===== src/rtl/cpmc_pkg.sv =====
package cpmc_pkg;
    localparam int NUM_CTR   = 4;
    localparam int NUM_FIXED = 2;
    localparam int NUM_SEL   = NUM_CTR - NUM_FIXED;
    localparam int EVT_N     = 128;
    localparam int SEL_W     = $clog2(EVT_N);
    localparam int IDX_W     = $clog2(NUM_CTR);
    localparam int CFG_AW    = 3;

    typedef enum logic [2:0] {
        ST_IDLE,
        ST_WAIT,
        ST_RD,
        ST_RWAIT,
        ST_WR
    } seq_state_e;

    typedef enum logic [CFG_AW-1:0] {
        REG_SEL_A  = 3'd0,
        REG_SEL_B  = 3'd1,
        REG_PERIOD = 3'd2,
        REG_BASE   = 3'd3,
        REG_OFFS   = 3'd4
    } cfg_reg_e;
endpackage


===== src/rtl/cpmc_cfg_regs.sv =====
module cpmc_cfg_regs
    import cpmc_pkg::*;
#(
    parameter int ADDR_W = 64,
    parameter int PER_W  = 32,
    parameter int CFG_DW = 64
) (
    input  logic                           clk,
    input  logic                           rst_n,
    input  logic                           wr_en,
    input  logic [CFG_AW-1:0]              wr_addr,
    input  logic [CFG_DW-1:0]              wr_data,
    input  logic                           relatch,
    output logic [NUM_SEL-1:0][SEL_W-1:0]  sel_act,
    output logic [PER_W-1:0]               period,
    output logic [ADDR_W-1:0]              core_base,
    output logic [ADDR_W-1:0]              thread_off
);
    logic [NUM_SEL-1:0][SEL_W-1:0] sel_stage;

    // Staged selects are written by software; active copies follow only at period boundaries.
    for (genvar j = 0; j < NUM_SEL; j++) begin : g_sel
        always_ff @(posedge clk or negedge rst_n) begin
            if (!rst_n) begin
                sel_stage[j] <= '0;
                sel_act[j]   <= '0;
            end else begin
                if (wr_en && (wr_addr == CFG_AW'(int'(REG_SEL_A) + j)))
                    sel_stage[j] <= wr_data[SEL_W-1:0];
                if (relatch)
                    sel_act[j] <= sel_stage[j];
            end
        end
    end

    always_ff @(posedge clk or negedge rst_n) begin
        if (!rst_n) begin
            period     <= '0;
            core_base  <= '0;
            thread_off <= '0;
        end else if (wr_en) begin
            unique case (wr_addr)
                REG_PERIOD: period     <= wr_data[PER_W-1:0];
                REG_BASE:   core_base  <= wr_data[ADDR_W-1:0];
                REG_OFFS:   thread_off <= wr_data[ADDR_W-1:0];
                default: ;
            endcase
        end
    end
endmodule


===== src/rtl/cpmc_sample_timer.sv =====
module cpmc_sample_timer #(
    parameter int PER_W = 32
) (
    input  logic             clk,
    input  logic             rst_n,
    input  logic             clear,
    input  logic             load,
    input  logic [PER_W-1:0] load_val,
    input  logic             run,
    output logic             expire
);
    logic [PER_W-1:0] remain;

    always_ff @(posedge clk or negedge rst_n) begin
        if (!rst_n)
            remain <= '0;
        else if (clear)
            remain <= '0;
        else if (load)
            remain <= load_val;
        else if (run && remain != '0)
            remain <= remain - PER_W'(1);
    end

    assign expire = run && (remain == PER_W'(1));
endmodule


===== src/rtl/cpmc_counter_bank.sv =====
module cpmc_counter_bank
    import cpmc_pkg::*;
#(
    parameter int CNT_W = 64
) (
    input  logic                           clk,
    input  logic                           rst_n,
    input  logic                           clear_all,
    input  logic                           count_en,
    input  logic                           cyc_tick,
    input  logic                           inst_tick,
    input  logic [NUM_SEL-1:0][EVT_N-1:0]  evt_vec,
    input  logic [NUM_SEL-1:0][SEL_W-1:0]  sel,
    input  logic [NUM_CTR-1:0]             flush,
    output logic [NUM_CTR-1:0][CNT_W-1:0]  count
);
    logic [NUM_FIXED-1:0] fixed_evt;
    logic [NUM_CTR-1:0]   hit;

    assign fixed_evt = {inst_tick, cyc_tick};

    for (genvar k = 0; k < NUM_CTR; k++) begin : g_ctr
        if (k < NUM_FIXED) begin : g_fixed
            assign hit[k] = fixed_evt[k];
        end else begin : g_selectable
            assign hit[k] = evt_vec[k-NUM_FIXED][sel[k-NUM_FIXED]];
        end

        logic inc;
        assign inc = count_en & hit[k];

        // A flush restarts the counter from this cycle's event so nothing is dropped.
        always_ff @(posedge clk or negedge rst_n) begin
            if (!rst_n)
                count[k] <= '0;
            else if (clear_all)
                count[k] <= '0;
            else if (flush[k])
                count[k] <= CNT_W'(inc);
            else if (inc)
                count[k] <= count[k] + CNT_W'(1);
        end
    end
endmodule


===== src/rtl/cpmc_accum_engine.sv =====
module cpmc_accum_engine
    import cpmc_pkg::*;
#(
    parameter int CNT_W  = 64,
    parameter int ADDR_W = 64,
    parameter int PER_W  = 32
) (
    input  logic              clk,
    input  logic              rst_n,
    input  logic              cfg_we,
    input  logic [2:0]        cfg_addr,
    input  logic [63:0]       cfg_wdata,
    input  logic              cmd_init,
    input  logic              cmd_start,
    input  logic              cmd_stop,
    input  logic              cyc_tick,
    input  logic              inst_tick,
    input  logic [127:0]      evt_a_vec,
    input  logic [127:0]      evt_b_vec,
    output logic              mem_req,
    output logic              mem_we,
    output logic [ADDR_W-1:0] mem_addr,
    output logic [CNT_W-1:0]  mem_wdata,
    input  logic              mem_rvalid,
    input  logic [CNT_W-1:0]  mem_rdata
);
    localparam int CFG_DW = 64;
    localparam logic [IDX_W-1:0] LAST_IDX = IDX_W'(NUM_CTR - 1);

    seq_state_e state_q, state_d;
    logic [IDX_W-1:0] idx_q, idx_d;
    logic [CNT_W-1:0] rdata_q;

    logic [NUM_SEL-1:0][SEL_W-1:0] sel_act;
    logic [PER_W-1:0]  period;
    logic [ADDR_W-1:0] core_base, thread_off;
    logic              relatch, tmr_load, tmr_run, tmr_expire;
    logic              abort, running;
    logic [NUM_CTR-1:0] flush;
    logic [NUM_CTR-1:0][CNT_W-1:0] count;
    logic [NUM_SEL-1:0][EVT_N-1:0] evt_vec;

    assign evt_vec = {evt_b_vec, evt_a_vec};
    assign abort   = cmd_init | cmd_stop;

    cpmc_cfg_regs #(.ADDR_W(ADDR_W), .PER_W(PER_W), .CFG_DW(CFG_DW)) u_cfg (
        .clk        (clk),
        .rst_n      (rst_n),
        .wr_en      (cfg_we),
        .wr_addr    (cfg_addr),
        .wr_data    (cfg_wdata),
        .relatch    (relatch),
        .sel_act    (sel_act),
        .period     (period),
        .core_base  (core_base),
        .thread_off (thread_off)
    );

    cpmc_sample_timer #(.PER_W(PER_W)) u_timer (
        .clk      (clk),
        .rst_n    (rst_n),
        .clear    (cmd_init),
        .load     (tmr_load),
        .load_val (period),
        .run      (tmr_run),
        .expire   (tmr_expire)
    );

    cpmc_counter_bank #(.CNT_W(CNT_W)) u_bank (
        .clk       (clk),
        .rst_n     (rst_n),
        .clear_all (cmd_init),
        .count_en  (running),
        .cyc_tick  (cyc_tick),
        .inst_tick (inst_tick),
        .evt_vec   (evt_vec),
        .sel       (sel_act),
        .flush     (flush),
        .count     (count)
    );

    // State register and read-data capture.
    always_ff @(posedge clk or negedge rst_n) begin
        if (!rst_n) begin
            state_q <= ST_IDLE;
            idx_q   <= '0;
            rdata_q <= '0;
        end else begin
            state_q <= state_d;
            idx_q   <= idx_d;
            if (state_q == ST_RWAIT && mem_rvalid)
                rdata_q <= mem_rdata;
        end
    end

    // Next-state logic.
    always_comb begin
        state_d = state_q;
        idx_d   = idx_q;
        unique case (state_q)
            ST_IDLE: begin
                if (cmd_start && period != '0)
                    state_d = ST_WAIT;
            end
            ST_WAIT: begin
                if (tmr_expire) begin
                    state_d = ST_RD;
                    idx_d   = '0;
                end
            end
            ST_RD: begin
                state_d = ST_RWAIT;
            end
            ST_RWAIT: begin
                if (mem_rvalid)
                    state_d = ST_WR;
            end
            ST_WR: begin
                if (idx_q == LAST_IDX) begin
                    state_d = (period != '0) ? ST_WAIT : ST_IDLE;
                    idx_d   = '0;
                end else begin
                    state_d = ST_RD;
                    idx_d   = idx_q + IDX_W'(1);
                end
            end
            default: state_d = ST_IDLE;
        endcase
        if (abort) begin
            state_d = ST_IDLE;
            idx_d   = '0;
        end
    end

    // Outputs and internal controls.
    always_comb begin
        running   = (state_q != ST_IDLE);
        tmr_run   = (state_q == ST_WAIT);
        tmr_load  = (state_d == ST_WAIT) && (state_q != ST_WAIT);
        relatch   = tmr_load;
        mem_req   = !abort && ((state_q == ST_RD) || (state_q == ST_WR));
        mem_we    = mem_req && (state_q == ST_WR);
        mem_addr  = core_base + thread_off + (ADDR_W'(idx_q) << 3);
        mem_wdata = rdata_q + count[idx_q];
        flush     = (mem_we) ? (NUM_CTR'(1) << idx_q) : '0;
    end
endmodule


===== config.mk =====
export PLATFORM = sky130hd
export DESIGN_NAME = cpmc_accum_engine
export DESIGN_NICKNAME = d
export VERILOG_FILES = /design/src/rtl/cpmc_pkg.sv /design/src/rtl/cpmc_cfg_regs.sv /design/src/rtl/cpmc_sample_timer.sv /design/src/rtl/cpmc_counter_bank.sv /design/src/rtl/cpmc_accum_engine.sv
export SDC_FILE = /design/constraint.sdc
export NUM_CORES = 2
export LEC_CHECK = 0
export ABC_AREA = 1
export BUFFER_PORTS_ARGS = -buffer_cell sky130_fd_sc_hd__buf_2
export CORE_ASPECT_RATIO = 1.5
export CORE_MARGIN = 2
export CORE_UTILIZATION = 35
export CTS_CLUSTER_DIAMETER = 80
export DETAILED_ROUTE_END_ITERATION = 10
export GPL_TIMING_DRIVEN = 0
export PLACE_DENSITY = 0.51
export SLEW_MARGIN = 20
export SYNTH_ARGS = -nofsm -noshare
export SYNTH_HDL_FRONTEND = slang
export SYNTH_HIERARCHICAL = 1
export SYNTH_SLANG_ARGS = --single-unit

===== constraint.sdc =====
create_clock -name clk -period 5.4 [get_ports clk]
set_input_delay 0.27 -clock clk [delete_from_list [all_inputs] [get_ports clk]]
set_output_delay 0.27 -clock clk [all_outputs]
set_load 0.02 [all_outputs]

After elaboration in Yosys (flattened, before gate mapping)

Cells that the tools add are included.

Memories kept: 0
Flip-flop bits (word level): 545
Latch bits: 0
RAM bits: 0
Output and inout port bits: 130
Memory bits (read-only): 0
Logic and storage cells: 105

Add/sub/neg operators: 9
Div/mod/pow operators: 0
Shifts and indexed selects: 1
Mux-type cells: 33
Magnitude comparators: 3
Reductions and logical operators: 26
Bitwise logic cells: 5
Equal/unequal tests: 13
$mul: 0

Operator list:

| kind                                                                 | number |
|---|---|
| 64-bit two-way mux                                                   | 13 |
| 64-bit by 1-bit adder with 64-bit output, second input constant      | 4 |
| 64-bit adder                                                         | 2 |
| 64-bit binary-select mux with 2-bit select                           | 1 |
| 32-bit two-way mux                                                   | 3 |
| 64-bit by 5-bit adder with 64-bit output                             | 1 |
| 32-bit nonzero test                                                  | 2 |
| 32-bit by 1-bit == test with 1-bit output, second input constant     | 1 |
| 32-bit by 1-bit subtractor with 32-bit output, second input constant | 1 |
| 3-bit nonzero test                                                   | 7 |
| 7-bit by 8-bit < comparator with 1-bit output, second input constant | 2 |
| 3-bit case mux with 5 select lines                                   | 1 |
| 1-bit binary-select mux with 7-bit select                            | 2 |
| 3-bit by 2-bit == test with 1-bit output, second input constant      | 4 |
| 3-bit two-way mux                                                    | 4 |
| 3-bit by 1-bit == test with 1-bit output, second input constant      | 3 |
| 1-bit logical AND                                                    | 9 |
| 2-bit two-way mux                                                    | 4 |
| 2-bit AND reduction                                                  | 4 |
| 3-bit == test, second input constant                                 | 2 |
| 3-bit zero test                                                      | 2 |
| 1-bit bitwise AND                                                    | 4 |
| 4-bit two-way mux                                                    | 1 |
| 2-bit case mux with 2 select lines                                   | 1 |
| other kinds (10)                                                     | 12 |

Logic depth before layout (Yosys ltp)

Depth in word-level cells: 9
Gate-level depth with buffers: 21

Modules after synthesis

Netlist, hierarchy kept.

By module, submodules not included:

| module            | cells each | area an instance (µm²) | instances |
|---|---|---|---|
| cpmc_counter_bank | 3173       | 19890.3                | 1 |
| cpmc_accum_engine | 3212       | 17058.9                | 1 |
| cpmc_cfg_regs     | 817        | 7284.5                 | 1 |
| cpmc_sample_timer | 426        | 2600.0                 | 1 |

Least setup slack after synthesis

OpenSTA, ideal clock, no wires.

Path type: register to output
Start point: register idx_q[0]
End point: output mem_addr[31]
Cell stages (with the launch flop): 17
Arrival: 2.896 ns
Slack: 2.234 ns
Cell sequence: dfrtp_1 -> buf_2 -> inv_1 -> buf_2 -> buf_2 -> fa_1 -> inv_1 -> ha_1 -> nand2_1 -> nor2_1 -> nand2_1 -> nand3_2 -> nand2_1 -> nand2_1 -> nand2_1 -> nand2_2 -> xor2_1

Word-level cells in the longest chain between the ends: 1

RTL lines:

| item                                     | RTL line                 | RTL |
|---|---|---|
| start, declared                          | cpmc_accum_engine.sv:31  | `logic [IDX_W-1:0] idx_q, idx_d;` |
| start signal, assigned                   | cpmc_accum_engine.sv:90  | `idx_q <= idx_d;` |
| 64-bit by 5-bit adder with 64-bit output | cpmc_accum_engine.sv:143 | `mem_addr = core_base + thread_off + (ADDR_W'(idx_q) << 3);` |
| end, declared                            | cpmc_accum_engine.sv:22  | `output logic [ADDR_W-1:0] mem_addr,` |

No other way between the ends.

Final worst setup path

Start point: register idx_q[0]
End point: output mem_wdata[24]

Word-level cells in the longest chain between the ends: 3

RTL lines:

| item                                       | RTL line                 | RTL |
|---|---|---|
| 64-bit binary-select mux with 2-bit select | cpmc_accum_engine.sv:144 | `mem_wdata = rdata_q + count[idx_q];` |
| 64-bit two-way mux (not written as such)   | cpmc_accum_engine.sv:144 |  |
| 64-bit adder                               | cpmc_accum_engine.sv:144 |  |
| end, declared                              | cpmc_accum_engine.sv:23  | `output logic [CNT_W-1:0] mem_wdata,` |

No other way between the ends. The select of a mux whose other input is x is not followed.

==> impl_metrics.yaml <==
timing:
  fin_crit_ps: 5335
  setup_violations: 0
  final_max_slew_viol_count: 0
  final.setup.tns_ps: 0
  fmax_mhz: 187.4
  max_slew_margin_pct: 13.88
  finClkSkew_ps: 48.24
  worstMarginPinSlew_ps: 1292
  rsz0062_at_grt: "false"
  hold_viol: 0
  fin_crit_sh_pct: 98.80
global_routing:
  grt_pass1_wl_mm: 331.0
  grt_max_degree: 91
  grt_pass1_vias: 51450
  grt_usage_pct: 32.69
  grt-ovfl-total: 0
  grt_antenna_before_repair: 19
synthesis:
  synth_most_common_cell: "nand2_1"
  async_flop_share_pct: 100.0
  synth_cells: 7628
  syn_area_um2: 46830
  synth.area.top_cells: "dfrtp_1 29%, nand2_1 22%, nand3_1 8.1%"
  synth-main-ff-cell: "dfrtp_1"
  synth_area_leader_cell: "dfrtp_1"
  synth_warnings: 6
  synth_edf_count: 0
  ys_types: 55
  synth-seq-area-share_pct: 29.12
  ys_ff_latch: 545
  synth_fp_nets: 8224
  yosys-top-cells-count: "2,794 x nand2_1, 947 x inv_1, 760 x nor2_1"
  synth_top_cell_area_share_pct: 29.12
  synth.avg_cell_area_um2: 6.140
detailed_routing:
  first_iter_violations: 4594
  firstDrtPassIters: 5
  wire_per_inst_um: 22.48
  vias: 52950
  via_per_inst: 5.207
  drt_drc_violations_left: 0
  ant_nets: 0
  routed_wl_mm: 228.6
clock_network:
  cts.path.max_buffers: 3
  clock_latency_ps: 700
  cts_sinks: 545
  cts_buffers: 67
  cts_tree: "yes"
  htreeDepth: 3
  clk_pin_slew_ps: 60
  clock-root-buffer: "clkbuf_16"
floorplan:
  rows: 164
  die_height_um: 452.0
  core_um2: 133000
  die_w_um: 302.7
  pin_count: 526
  initial_core_util_pct: 35.22
  die_area_um2: 136800
worst_setup_path:
  cp-end-kind: "output pin"
  critPathRequiredTime_ps: 5130
  arrival_ps: 5070
  start_kind: "flop"
  cp_max_fo: 12
  crit_type: "reg2out"
run_status:
  status: "completed"
flow_run:
  cap_violations: 0
place:
  placedCellCount: 9902
  gp_congestion: 1.036
  dpl.hpwl_mm: 188.9
  io_buffer_count: 525
pwr:
  vdd_drop_max_v: 0.0002565
  power.leakage_nw: 29.56
  p_per_area_nw_per_um2: 279.5
cells_and_area:
  final_cells: 10170
  nFillCells: 14670
  layout.nets: 8954
  drive_gt1_share_pct: 11.89
  syn_to_final_growth_pct: 18.66
hold_path:
  hold_class: "in2reg"
-- report_power, final --
| group | internal (W) | switching (W) | total (W) | leakage, nW |
|---|---|---|---|---|
| Clock | 0.00289 | 0.00204 | 0.00493 | 1.15 |
| Sequential | 0.00441 | 0.000280 | 0.00469 | 7.34 |
| Combinational | 0.00187 | 0.00405 | 0.00592 | 21.1 |
| Total | 0.00917 | 0.00637 | 0.0155 | 29.6 |
-- registers in the layout, indices dropped and copies added (netlist names) --
name and count:
u_cfg/thread_off 64, rdata_q 64, u_cfg/sel_stage 14, idx_q 2, u_cfg/sel_act 14, u_bank/count 256, u_cfg/period 32, u_cfg/core_base 64
u_timer/remain 32, state_q 3
-- routing by layer --
layer	vias to the layer above	global-route usage [%]	routed length, um
met5	-	0	88
met4	14	22.36	17750
met3	475	3.414	11590
met2	1904	56.55	110800
met1	24780	37.75	88410
li1	25770	-	-
-- worst paths after layout --
kind	start	to	slack, ps	cells past startpoint
setup / recovery	idx_q[0]	mem_wdata[24]	60	16
hold / removal	cfg_addr[1]	u_cfg/period[31]	50	5
setup reg to reg	idx_q[0]	u_bank/count[62]	500	15
hold reg to reg	u_bank/count[127]	u_bank/count[127]	470	1
max in group asynchronous	rst_n	u_cfg/thread_off[34]	3380	5
min in group asynchronous	rst_n	rdata_q[49]	150	2
-- placed cells by master (no fill, tap or decap), types with 112 or more instances in the layout --
| master | count |
|---|---|
| inv_1 | 946 |
| o21ai_0 | 275 |
| dfrtp_1 | 544 |
| nor3_1 | 204 |
| nand2_1 | 2794 |
| buf_2 | 613 |
| nand3_1 | 758 |
| nor2_1 | 752 |
| dlygate4sd3_1 | 131 |
| ha_1 | 195 |
| a21oi_1 | 197 |
| nand4_1 | 123 |
| xor2_1 | 139 |
| clkbuf_1 | 112 |
-- critical path, stage by stage (launching register included) --
cell and delay, ps:
dfrtp_2 500, buf_2 290, inv_1 130, buf_2 260, buf_6 240, nor2_2 330, o22ai_2 250, ha_2 290
fa_1 510, nand3_1 130, nand3_1 240, nand2_1 130, nand2_1 160, nand2_1 120, nand3_2 130, xor2_1 410
buf_2 250
-- repair_timing --
item                                    4_1_cts  5_1_grt
hold buffers                                131        0
resized for setup                             6       16
pin swaps                                     0        1
endpoints found under the setup margin       27       23
buffers inserted                              0        1
endpoints found under the hold margin       309        0
-- metrics by stage --
stage	area [um^2]	power, W	setup WS [ps]	util, %	hold slack (ps)
2_1_floorplan	46830	0.008433	2234	-	-25.59
3_3_place_gp	51640	0.01053	-8423	38.84	451.6
3_5_place_dp	51820	0.01055	116.2	38.97	300.1
4_1_cts	55490	0.01563	3.398	41.73	3.635
5_1_grt	55570	0.01644	12.33	41.79	51.57
6_report	55570	0.01554	64.81	41.80	51.78
-- cell type report --
cell class | instances | area, um^2 | area share [%]
timing repair buffer | 663 | 4121 | 7.416
clock buffer | 98 | 2006 | 3.609
tap | 1743 | 2181 | 3.924
sequential | 545 | 13640 | 24.54
antenna | 14 | 35.03 | 0.06304
multi-input combinational | 5875 | 28390 | 51.09
clock inverter | 25 | 336.6 | 0.6056
buffer | 239 | 1229 | 2.211
inverter | 967 | 3635 | 6.540
-- cells by family (layout without fill, tap and decap cells) --
| group | count (synthesis) | count (layout) | share of synthesized area (%) |
|---|---|---|---|
| simple gates | 4841 | 4841 | 43.43 |
| mux | 64 | 64 | 1.539 |
| fa+ha+maj | 200 | 200 | 5.407 |
| flops | 545 | 545 | 29.12 |
| other cells | 0 | 14 | 0 |
| compound gates | 601 | 601 | 6.965 |
| xor+xnor | 169 | 169 | 3.160 |
| buf+inv | 1208 | 1992 | 10.37 |
(Power assumes the default switching activity.)
